[config.mk]
export PLATFORM = sky130hd
export DESIGN_NAME = mrs_sequencer
export DESIGN_NICKNAME = d
export VERILOG_FILES = /design/src/rtl/mrs_sequencer.sv
export SDC_FILE = /design/constraint.sdc
export NUM_CORES = 1
export LEC_CHECK = 0
export BUFFER_PORTS_ARGS = -buffer_cell sky130_fd_sc_hd__buf_2
export CELL_PAD_IN_SITES_DETAIL_PLACEMENT = 0
export CELL_PAD_IN_SITES_GLOBAL_PLACEMENT = 2
export CORE_AREA = 2 2 108 110
export DETAILED_ROUTE_END_ITERATION = 7
export DIE_AREA = 0 0 110 112
export PLACE_DENSITY_LB_ADDON = 0.1
export SYNTH_ARGS = -nofsm -noshare
export SYNTH_HDL_FRONTEND = slang
export SYNTH_SLANG_ARGS = --single-unit
[constraint.sdc]
create_clock -name clk -period 4.25 [get_ports clk]
set_input_delay 0.85 -clock clk [delete_from_list [all_inputs] [get_ports clk]]
set_output_delay 0.85 -clock clk [all_outputs]
set_load 0.005 [all_outputs]
[src/rtl/mrs_sequencer.sv]
module mrs_sequencer #(
  parameter int ADDR_W = 14,
  parameter int T_MRD  = 4,
  parameter int T_MOD  = 12,
  parameter int T_DLLK = 512,
  parameter logic [ADDR_W-1:0] MR0_INIT = 'h0420,
  parameter logic [ADDR_W-1:0] MR1_INIT = 'h0044,
  parameter logic [ADDR_W-1:0] MR2_INIT = 'h0008,
  parameter logic [ADDR_W-1:0] MR3_INIT = 'h0000
) (
  input  logic              clk,
  input  logic              rst_n,
  input  logic              req_valid,
  output logic              req_ready,
  input  logic [1:0]        req_idx,
  input  logic [ADDR_W-1:0] req_mask,
  input  logic [ADDR_W-1:0] req_data,
  input  logic              banks_idle,
  input  logic              burst_active,
  input  logic              pd_req,
  output logic              mem_mrs,
  output logic [2:0]        mem_ba,
  output logic [ADDR_W-1:0] mem_addr,
  output logic              mem_cke,
  output logic              cmd_allowed,
  output logic              dll_ok,
  output logic              mrs_busy
);
  localparam int DLL_BIT = 8;
  localparam int TMAX = (T_DLLK > T_MOD) ? ((T_DLLK > T_MRD) ? T_DLLK : T_MRD)
                                         : ((T_MOD > T_MRD) ? T_MOD : T_MRD);
  localparam int CW = $clog2(TMAX + 1);

  logic [ADDR_W-1:0] shadow [4];
  logic [CW-1:0] mrd_cnt, mod_cnt, dll_cnt;
  logic [ADDR_W-1:0] merged, stored;
  logic accept, counting;

  function automatic logic [ADDR_W-1:0] init_val(input int i);
    case (i)
      0: init_val = MR0_INIT;
      1: init_val = MR1_INIT;
      2: init_val = MR2_INIT;
      default: init_val = MR3_INIT;
    endcase
  endfunction

  assign counting    = (mrd_cnt != '0) || (mod_cnt != '0) || (dll_cnt != '0);
  assign req_ready   = banks_idle && !burst_active && !pd_req && !counting;
  assign accept      = req_valid && req_ready;
  assign merged      = (shadow[req_idx] & ~req_mask) | (req_data & req_mask);
  assign cmd_allowed = (mod_cnt == '0);
  assign dll_ok      = (dll_cnt == '0);
  assign mrs_busy    = mem_mrs || counting;
  assign mem_cke     = !(pd_req && mod_cnt == '0);

  always_comb begin
    stored = merged;
    if (req_idx == 2'd0) stored[DLL_BIT] = 1'b0;
  end

  always_ff @(posedge clk or negedge rst_n) begin
    if (!rst_n) begin
      for (int i = 0; i < 4; i++) shadow[i] <= init_val(i);
      mem_mrs  <= 1'b0;
      mem_ba   <= '0;
      mem_addr <= '0;
      mrd_cnt  <= '0;
      mod_cnt  <= '0;
      dll_cnt  <= '0;
    end else begin
      mem_mrs  <= accept;
      mem_ba   <= accept ? {1'b0, req_idx} : 3'd0;
      mem_addr <= accept ? merged : '0;
      if (accept) begin
        shadow[req_idx] <= stored;
        mrd_cnt <= CW'(T_MRD);
        mod_cnt <= CW'(T_MOD);
        if (req_idx == 2'd0 && merged[DLL_BIT]) dll_cnt <= CW'(T_DLLK);
      end else begin
        if (mrd_cnt != '0) mrd_cnt <= mrd_cnt - 1'b1;
        if (mod_cnt != '0) mod_cnt <= mod_cnt - 1'b1;
        if (dll_cnt != '0) dll_cnt <= dll_cnt - 1'b1;
      end
    end
  end
endmodule

# --- Word-level counts from Yosys, hierarchy flattened ---
# Cells that the tools add are included.
op_classes:
  n_addsub: 3
  n_lt_le_gt_ge: 2
  eq_ne: 1
  mux: 16
  n_bitwise: 5
  reduce_logical: 24
ops:
  columns: ["op", "n"]
  rows:
  - ["$mux W10", 7]
  - ["$bwmux W56", 1]
  - ["$mux W14", 4]
  - ["$reduce_bool A10 Y1", 3]
  - ["$sub A10 B1 Y10 const B", 3]
  - ["$and A14 B14 Y14", 2]
  - ["$bmux W14 S2", 1]
  - ["$demux W14 S2", 1]
  - ["$logic_not A10 Y1", 2]
  - ["$not A14 Y14", 1]
  - ["$or A14 B14 Y14", 1]
  - ["$logic_and A1 B1 Y1", 7]
  - ["$reduce_bool A2 Y1", 3]
  - ["$logic_not A1 Y1", 4]
  - ["$ge A3 B3 Y1 const B", 1]
  - ["$logic_or A1 B1 Y1", 3]
  - ["$lt A3 B1 Y1 const B", 1]
  - ["$not A2 Y3", 1]
  - ["$logic_not A2 Y1", 1]
  - ["$mux W2", 1]
  - ["$ne A2 B1 Y1 const B", 1]
  - ["$reduce_and A2 Y1", 1]
  - ["$mux W1", 1]
word_totals:
  register_bits: 103
  in_bits: 36
  output_inout_bits: 23
  word_cells: 61

# --- Longest topological paths before layout ---
# Gate-level depths: netlist of run 1.
depth:
  ltp_word: 9
  mapped_depth: 9
  ltp_nobuf: 7

# --- Worst setup path after synthesis of run 1 ---
# No wires, ideal clock.
synth_timing:
  path_kind: "flip-flop to output port"
  startpoint: "register dll_cnt[0]"
  endpoint: "output mrs_busy"
  arrival_time_ns: 1.707
  required_time_ns: 3.400
  slack_ns: 1.693
  stages_incl_launch_ff: 7
  path_buffers: 1
  cell_sequence: "dfrtp_1 > inv_1 > ha_1 > nor2b_1 > nand4b_4 > buf_6 > or4_1"
synth_via:
  elab_chain_len: 3
synth_lines:
  columns: ["element", "line", "text"]
  rows:
  - ["start: declaration", "35", "logic [CW-1:0] mrd_cnt, mod_cnt, dll_cnt;"]
  - ["start signal: assignment", "79", "if (req_idx == 2'd0 && merged[DLL_BIT]) dll_cnt <= CW'(T_DLLK);"]
  - ["start signal: assignment", "83", "if (dll_cnt != '0) dll_cnt <= dll_cnt - 1'b1;"]
  - ["$reduce_bool A10 Y1", "48", "assign counting = (mrd_cnt != '0) || (mod_cnt != '0) || (dll_cnt != '0);"]
  - ["$logic_or A1 B1 Y1", "48", null]
  - ["$logic_or A1 B1 Y1", "54", "assign mrs_busy = mem_mrs || counting;"]
  - ["end: declaration", "27", "output logic mrs_busy"]
# Every way passes these cells.

# --- Final worst setup path of run 1 ---
# Same ends and word-level chain as after synthesis.

==> results of run 1 <==
layer usage:
layer / GRT usage / routed length, um
met5: 0 / 0
met4: 0.04304 / 106
met3: 0.05152 / 386
met2: 0.2417 / 4139
met1: 0.2398 / 4450
where the power goes:
part / leakage [nW] / internal [mW] / switching (mW)
Combinational: 1.17 / 0.182 / 0.190
Clock: 0.136 / 0.421 / 0.368
Sequential: 1.37 / 1.08 / 0.114
flip-flops by register name, indices dropped and copies added, names as in the netlist:
register	cells
shadow	56
mod_cnt	10
mem_mrs	1
mrd_cnt	10
mem_ba	2
mem_addr	14
dll_cnt	10
Yosys cell counts (2+ instances only):
cell type	number	area, sq um
buf_6	5	56.30
ha_1	4	50.05
dfrtp_1	98	2452
or2_2	2	12.51
and2_1	15	93.84
nor2b_1	5	31.28
nand3_1	6	30.03
a211oi_1	3	22.52
nor2_1	15	56.30
nand2b_1	5	31.28
o21ai_0	2	10.01
nand3b_1	2	15.01
mux4_2	14	315.3
clkbuf_1	2	7.510
mux2_2	70	788.3
nor3_1	7	35.03
mux2i_1	2	20.02
nand2_1	11	41.29
nand4b_1	2	17.52
dfstp_2	5	131.4
xnor2_1	12	105.1
buf_4	4	30.03
nor4_1	2	12.51
or4_1	2	15.01
a21o_1	2	15.01
nor3b_1	2	15.01
xor2_1	6	52.55
buf_2	3	15.01
inv_1	9	33.78
nor4_4	5	106.4
or3_1	5	31.28
stage by stage:
stage | util | total power [mW] | hold WS [ps] | cells
after floorplan | - | 1.473 | 447.1 | 346
after global placement | 0.4685 | 1.581 | 469.3 | 538
after CTS | 0.4935 | 2.392 | 485.1 | 554
after global routing | 0.4935 | 2.498 | 501.9 | 554
after detailed placement | 0.4685 | 1.586 | 477.1 | 538
final | 0.4935 | 2.351 | 478.9 | 554
worst max-delay path, delay by kind of cell, from the launching register on:
| family | cells | cell delay (ps) |
|---|---|---|
| buffers and inverters | 2 | 230 |
| adders and majority gates | 1 | 180 |
| DFF | 1 | 390 |
| and+or+nand+nor | 3 | 1220 |
area by class of cell:
class / count / area, sq um
Multi-Input combinational cell: 218 / 2098
Tap cell: 143 / 178.9
Sequential cell: 103 / 2584
Inverter: 11 / 41.29
Timing Repair Buffer: 63 / 332.8
Clock inverter: 3 / 28.78
Clock buffer: 13 / 250.2
Fill cell: 1010 / 5660
cells by family (layout without fill, tap and decap cells):
family,count (synthesis),after routing,synth area share
compound gates,13,13,0.01890
fa+ha+maj,4,4,0.01036
xor+xnor,18,18,0.03263
mux,87,87,0.2349
other cells,1,1,0.0007761
simple gates,95,95,0.1367
buf+inv,25,90,0.03107
flops,103,103,0.5347
worst paths after layout:
| kind | to | slack, ps | cells after the start |
|---|---|---|---|
| worst max-delay path | mrs_busy | 1030 | 6 |
| worst min-delay path | dll_cnt[0]$_DFFE_PN0P_ | 480 | 1 |
| worst max register to register | shadow[26]$_DFFE_PN0P_ | 1310 | 6 |
| worst min register to register | dll_cnt[0]$_DFFE_PN0P_ | 480 | 1 |
| max in group asynchronous | shadow[47]$_DFFE_PN1P_ | 2740 | 2 |
| min in group asynchronous | mod_cnt[5]$_DFFE_PN0P_ | 660 | 1 |
==> impl_results.md, run 1 <==
- Post-DP HPWL: ~5900 um
- Worst skew pair latency: 350 ps
- Startpoint types: flop
- Routability cong.: around 0.8
- # IOs: between 50 and 60
- DRT Wirelength: about 9100 um
- Final ANT Viol Nets: 0
- Hold Fails Final Rpt: 0
- Vias: around 2800
- DRC marker count from the first detailed-route iteration: 77
- Clk_skew: between 9 and 10 ps
- Final setup fails: 0
- Worst-path clk slew: around 70 ps
- #FFs+latches synth: just over 100
- WS Path Type: flop to output pin
- Clk buf depth: 2
- Crit path DAT: 2370 ps
- Crit. End Element: output pin
- First-pass GRT wire length: between 15000 and 20000 um
- Die area: between 10000 and 15000 sq um
- Die Height: 112 um
- Die X: 110 um
- Pwr dens: approximately 430 nW/um^2
- H-tree depth: 3
- Critical path cell sequence: inv_1 > ha_1 > nor2b_1 > nand4b_4 > or4_1 > buf_2
- Post-CTS sizing: 0
- Max Clk Rate: 310.8 MHz
- Antenna violations before repair: 0
- Syn_nets: a little under 400
- Synthesis-to-layout area growth: 14.11%
- Main synth FF type: dfrtp_1
- Final net count: about 450
- Drt drc: 0
- Final WS setup: between 1000 and 1500 ps
- Cells after Synth: 346
- Worst min path class: flop to flop
- Antenna cells: 0
- Max-cap viol count: 0
- Commonest non-fill, non-tap cell in the layout: dfrtp_1
- Largest net degree at the start of global routing: 78
- Area after DPL: 5235 sq um
- CP required: about 3400 ps
- Worst slack at placement: ~1100 ps
- Final period util: 0.7571
- Post-synthesis cell type count: 50
- Global route overflow: 0
- Cts hold-fix bufs: 0
- CTS Sinks: around 100
- Fin area: about 5500 sq um
- Post-Syn Area: around 4800 sq um
- WL per Instance: 16.40 um
- Post-layout min period: approximately 3200 ps
- Most frequent cells in the layout: 98 x dfrtp_1, 70 x mux2_2, 56 x buf_2, 15 x nor2_1, 15 x and2_1
- Root buffer cell: clkbuf_16
- CTS tree: yes
- Syn Area/Cell: between 10 and 15 sq um
- Via-per-instance ratio: about 5.1
- Starting Density: 0.4324
- Synth Warn #: 0
- IO Port Bufs: 57
- Setup Fix Bufs, Post-CTS: 0
- Number of synthesized flops with an enable pin: 0
- First-pass iteration count of the detailed router: 4
- GRT Overall Usage: 0.1656
- Sequential fraction of the synthesis area: 0.5347
- Core region area: 11170 sq um
- CP max stage delay: between 400 and 500 ps
- Share of cells above drive strength 1: 0.4380
- Run status: finished, final reports clean
- Slew @ Worst Pin: between 1000 and 1500 ps
- R2R Path Start: dll_cnt[0]$_DFFE_PN0P_
- RSZ-0062 raised after global routing: no
- Final Slew Violations: 0
- Cell Rows: 39
- Asr flop ratio synth: 1.000
- Worst-path fanout max: 12
- Relative slew slack: 0.2933
- Lkg Pwr: 2.676 nW
- Number of global-route vias before repair: 2949
- Worst hold start: dll_cnt[0]$_DFFE_PN0P_
- Slowest CP cell: or4_1
- Setup tns final: 0 ps
- CP startpoint: dll_cnt[0]$_DFFE_PN0P_
- Cts bufs inserted: 9
- Peak supply drop: approximately 0.00039 V
(Power assumes the default switching activity.)
==> run 2, diff against run 1 <==
Settings changed: CORE_AREA 2 2 108 110 to 2 2 112 114, DIE_AREA 0 0 110 112 to 0 0 114 116.
Clock period 4.25 ns to 3.06 ns, I/O delays scaled along.
==> run 2 against run 1 <==
Net effect: cell count is 0.90% higher; count of clock-buffer cells in the layout is 2 lower; wire length is 2.4% higher; setup slack worse by 890 ps; sequential share of layout area is 0.30 points lower; clock skew hardly changed; combinational power is 42% higher; utilization is 2.8 points lower; power is 39% higher; largest cell class unchanged.
==> impl_results.md, run 2 (synthesis gave the netlist of run 1 again) <==
- Worst-path fanout max: 9 (-3)
- Final ANT Viol Nets: 0 (unchanged)
- Routing usage on met1: 0.2157 (-0.02415)
- Max-cap viol count: 0 (unchanged)
- Hold slack: 212.5 ps (-266.4 ps)
- Dpl cells: 543 (+0.93%)
- DRC marker count from the first detailed-route iteration: 191 (+150%)
- Clk_skew: 9.760 ps (+0.1054 ps)
- # IOs: 59 (unchanged)
- GRT Overall Usage: 0.1572 (-0.008377)
- Die X: 114 um (+3.6%)
- Largest registers: shadow: 56 flops, mem_addr: 14 flops
- Clock group share of total power: 0.333 (-0.002)
- CTS Sinks: 103 (unchanged)
- M3 GR Usage: 0.04864 (-0.002882)
- CTS tree: yes
- Max Clk Rate: 343.1 MHz
- Startpoint types: flop
- Die Height: 116 um (+3.6%)
- Area after DPL: 5260 sq um (+0.48%)
- Cell Rows: 40 (+2.6%)
- Final setup fails: 0 (unchanged)
- Final Slew Violations: 0 (unchanged)
- Global Route met2 Usage: 0.2468 (+0.005108)
- IO Port Bufs: 57 (unchanged)
- Commonest non-fill, non-tap cell in the layout: dfrtp_1
- Die area: 13220 sq um (+7.3%)
- Sw frac: 0.2882 (+0.002799)
- Drt drc: 0 (unchanged)
- Core region area: 11910 sq um (+6.6%)
- Crit path DAT: 2300 ps (-70 ps)
- H-tree depth: 3 (unchanged)
- Run status: finished, final reports clean
- WS Path Type: flop to output pin
- Final period util: 0.9524
- Largest Register: shadow
- Area occupied by multi-input gates: 2103 sq um (+0.24%)
- Crit. End Element: output pin
- Lkg Pwr: 2.687 nW (+0.42%)
- Cts bufs inserted: 9 (unchanged)
- NetSw: 0.9448 mW (+41%)
- WL per Instance: 16.63 um (+1.5%)
- Final net count: 447 (+0.22%)
- FF+latch area: 2584 sq um (unchanged)
- Number of global-route vias before repair: 3019 (+2.4%)
- CP required: 2450 ps (-950 ps)
- DRT Wirelength: 9298 um (+2.4%)
- Antenna cells: 0 (unchanged)
- Share of cells above drive strength 1: 0.4466 (+0.008646)
- Busiest grt layer: met2
- Worst skew pair latency: 350 ps (about the same)
- Vias: 2890 (+2.0%)
- Most frequent cells in the layout: 98 x dfrtp_1, 70 x mux2_2, 56 x buf_2, 15 x nor2_1, 15 x and2_1
- Internal Dissipation: 2.333 mW (+39%)
- Clk buf depth: 2 (unchanged)
- Peak supply drop: 0.0003910 V (-0.54%)
- Via-per-instance ratio: 5.170 (+1.1%)
- First-pass GRT wire length: 15880 um (+3.6%)
- Setup tns final: 0 ps (unchanged)
- Logic gate share of total power: 0.162 (+0.004)
- Largest net degree at the start of global routing: 70 (-10%)
- Worst-path clk slew: 70 ps (about the same)
- Global route overflow: 0 (unchanged)
- Final Non-Filler Cells: 559 (+0.90%)
- Relative slew slack: 0.5979 (+0.3046)
- Antenna violations before repair: 0 (unchanged)
- Fill cells: 1093 (+8.2%)
- First-pass iteration count of the detailed router: 4 (unchanged)
- Setup Fix Bufs, Post-CTS: 0 (unchanged)
- Post-layout min period: 2914 ps
- Pwr dens: 590.7 nW/um^2 (+39%)
- Sequential fraction of design power: 0.505 (about the same)
- Routability cong.: 0.7041 (-11%)
- Slew @ Worst Pin: 603.1 ps (-449.1 ps)
- Fin area: 5549 sq um (+0.64%)
- Root buffer cell: clkbuf_16
- Starting Density: 0.4057 (-0.02675)
- Synthesis-to-layout area growth: 14.84%
- RSZ-0062 raised after global routing: no
- Post-DP HPWL: 6045 um (+1.7%)
- Worst min path class: primary input to async pin
- Max reg flops: 56 (unchanged)
- Hold Fails Final Rpt: 0 (unchanged)
==> run 2: cell count changes in the layout (fill, tap and decap cells not counted), sizes merged <==
cell / change
clkbuf: -2
buf: +1
clkinv: +1
clkinvlp: +1
==> run 2: area by class of cell <==
cell class,instances,share of cell area
flip-flops and latches,103,0.4656
multi-input cells,218,0.3790
repair buffers,64,0.06359
clock buffers,11,0.04374
well taps,147,0.03315
clock inverters,5,0.007441
inverters,11,0.007441
==> run 2: what timing repair did <==
item | in CTS | in global routing
resized for setup | 0 | 1
hold buffers | 0 | 0
hold endpoints to repair | 0 | 0
endpoints found under the setup margin | 0 | 1
==> run 2: routing by layer <==
metal  up-vias  routed length, um
met5         -                  0
met3         9                352
met2        50               4459
li1       1350                  -
met1      1481               4390
met4         0                 95
==> run 2: path summary, 6_finish.rpt <==
path	depth (start not counted)	end	start	slack, ps
min	1	mod_cnt[9]$_DFFE_PN0P_	rst_n	210
min in group clk	1	shadow[27]$_DFFE_PN0P_	shadow[27]$_DFFE_PN0P_	490
min reg2reg	1	shadow[27]$_DFFE_PN0P_	shadow[27]$_DFFE_PN0P_	490
max	6	mrs_busy	dll_cnt[0]$_DFFE_PN0P_	150
max in group asynchronous	2	shadow[47]$_DFFE_PN1P_	rst_n	2080
max reg2reg	7	mem_addr[7]$_DFF_PN0_	dll_cnt[0]$_DFFE_PN0P_	300
==> run 2: worst max-delay path: stages (launching register included) <==
cell and delay (ps):
dfrtp_1 400, inv_1 100, ha_1 180, nor2b_1 440, nand4b_4 250, or4_1 450, buf_2 140
==> run 2: power groups by stage <==
stage / sequential, mW / clock [mW] / combinational [mW]
2_1_floorplan: 1.65 / 0 / 0.399
3_3_place_gp: 1.68 / 0 / 0.529
3_5_place_dp: 1.68 / 0 / 0.532
4_1_cts: 1.65 / 1.14 / 0.535
5_1_grt: 1.68 / 1.20 / 0.606
6_report: 1.66 / 1.09 / 0.530
==> run 2: stage by stage <==
step           setup WS, ps  utilization  total power, mW
2_1_floorplan         741.4            -            2.046
3_3_place_gp          251.5       0.4416            2.209
3_5_place_dp          260.8       0.4416            2.209
4_1_cts               78.83       0.4654            3.334
5_1_grt               6.372       0.4659            3.483
6_report              145.7       0.4659            3.278
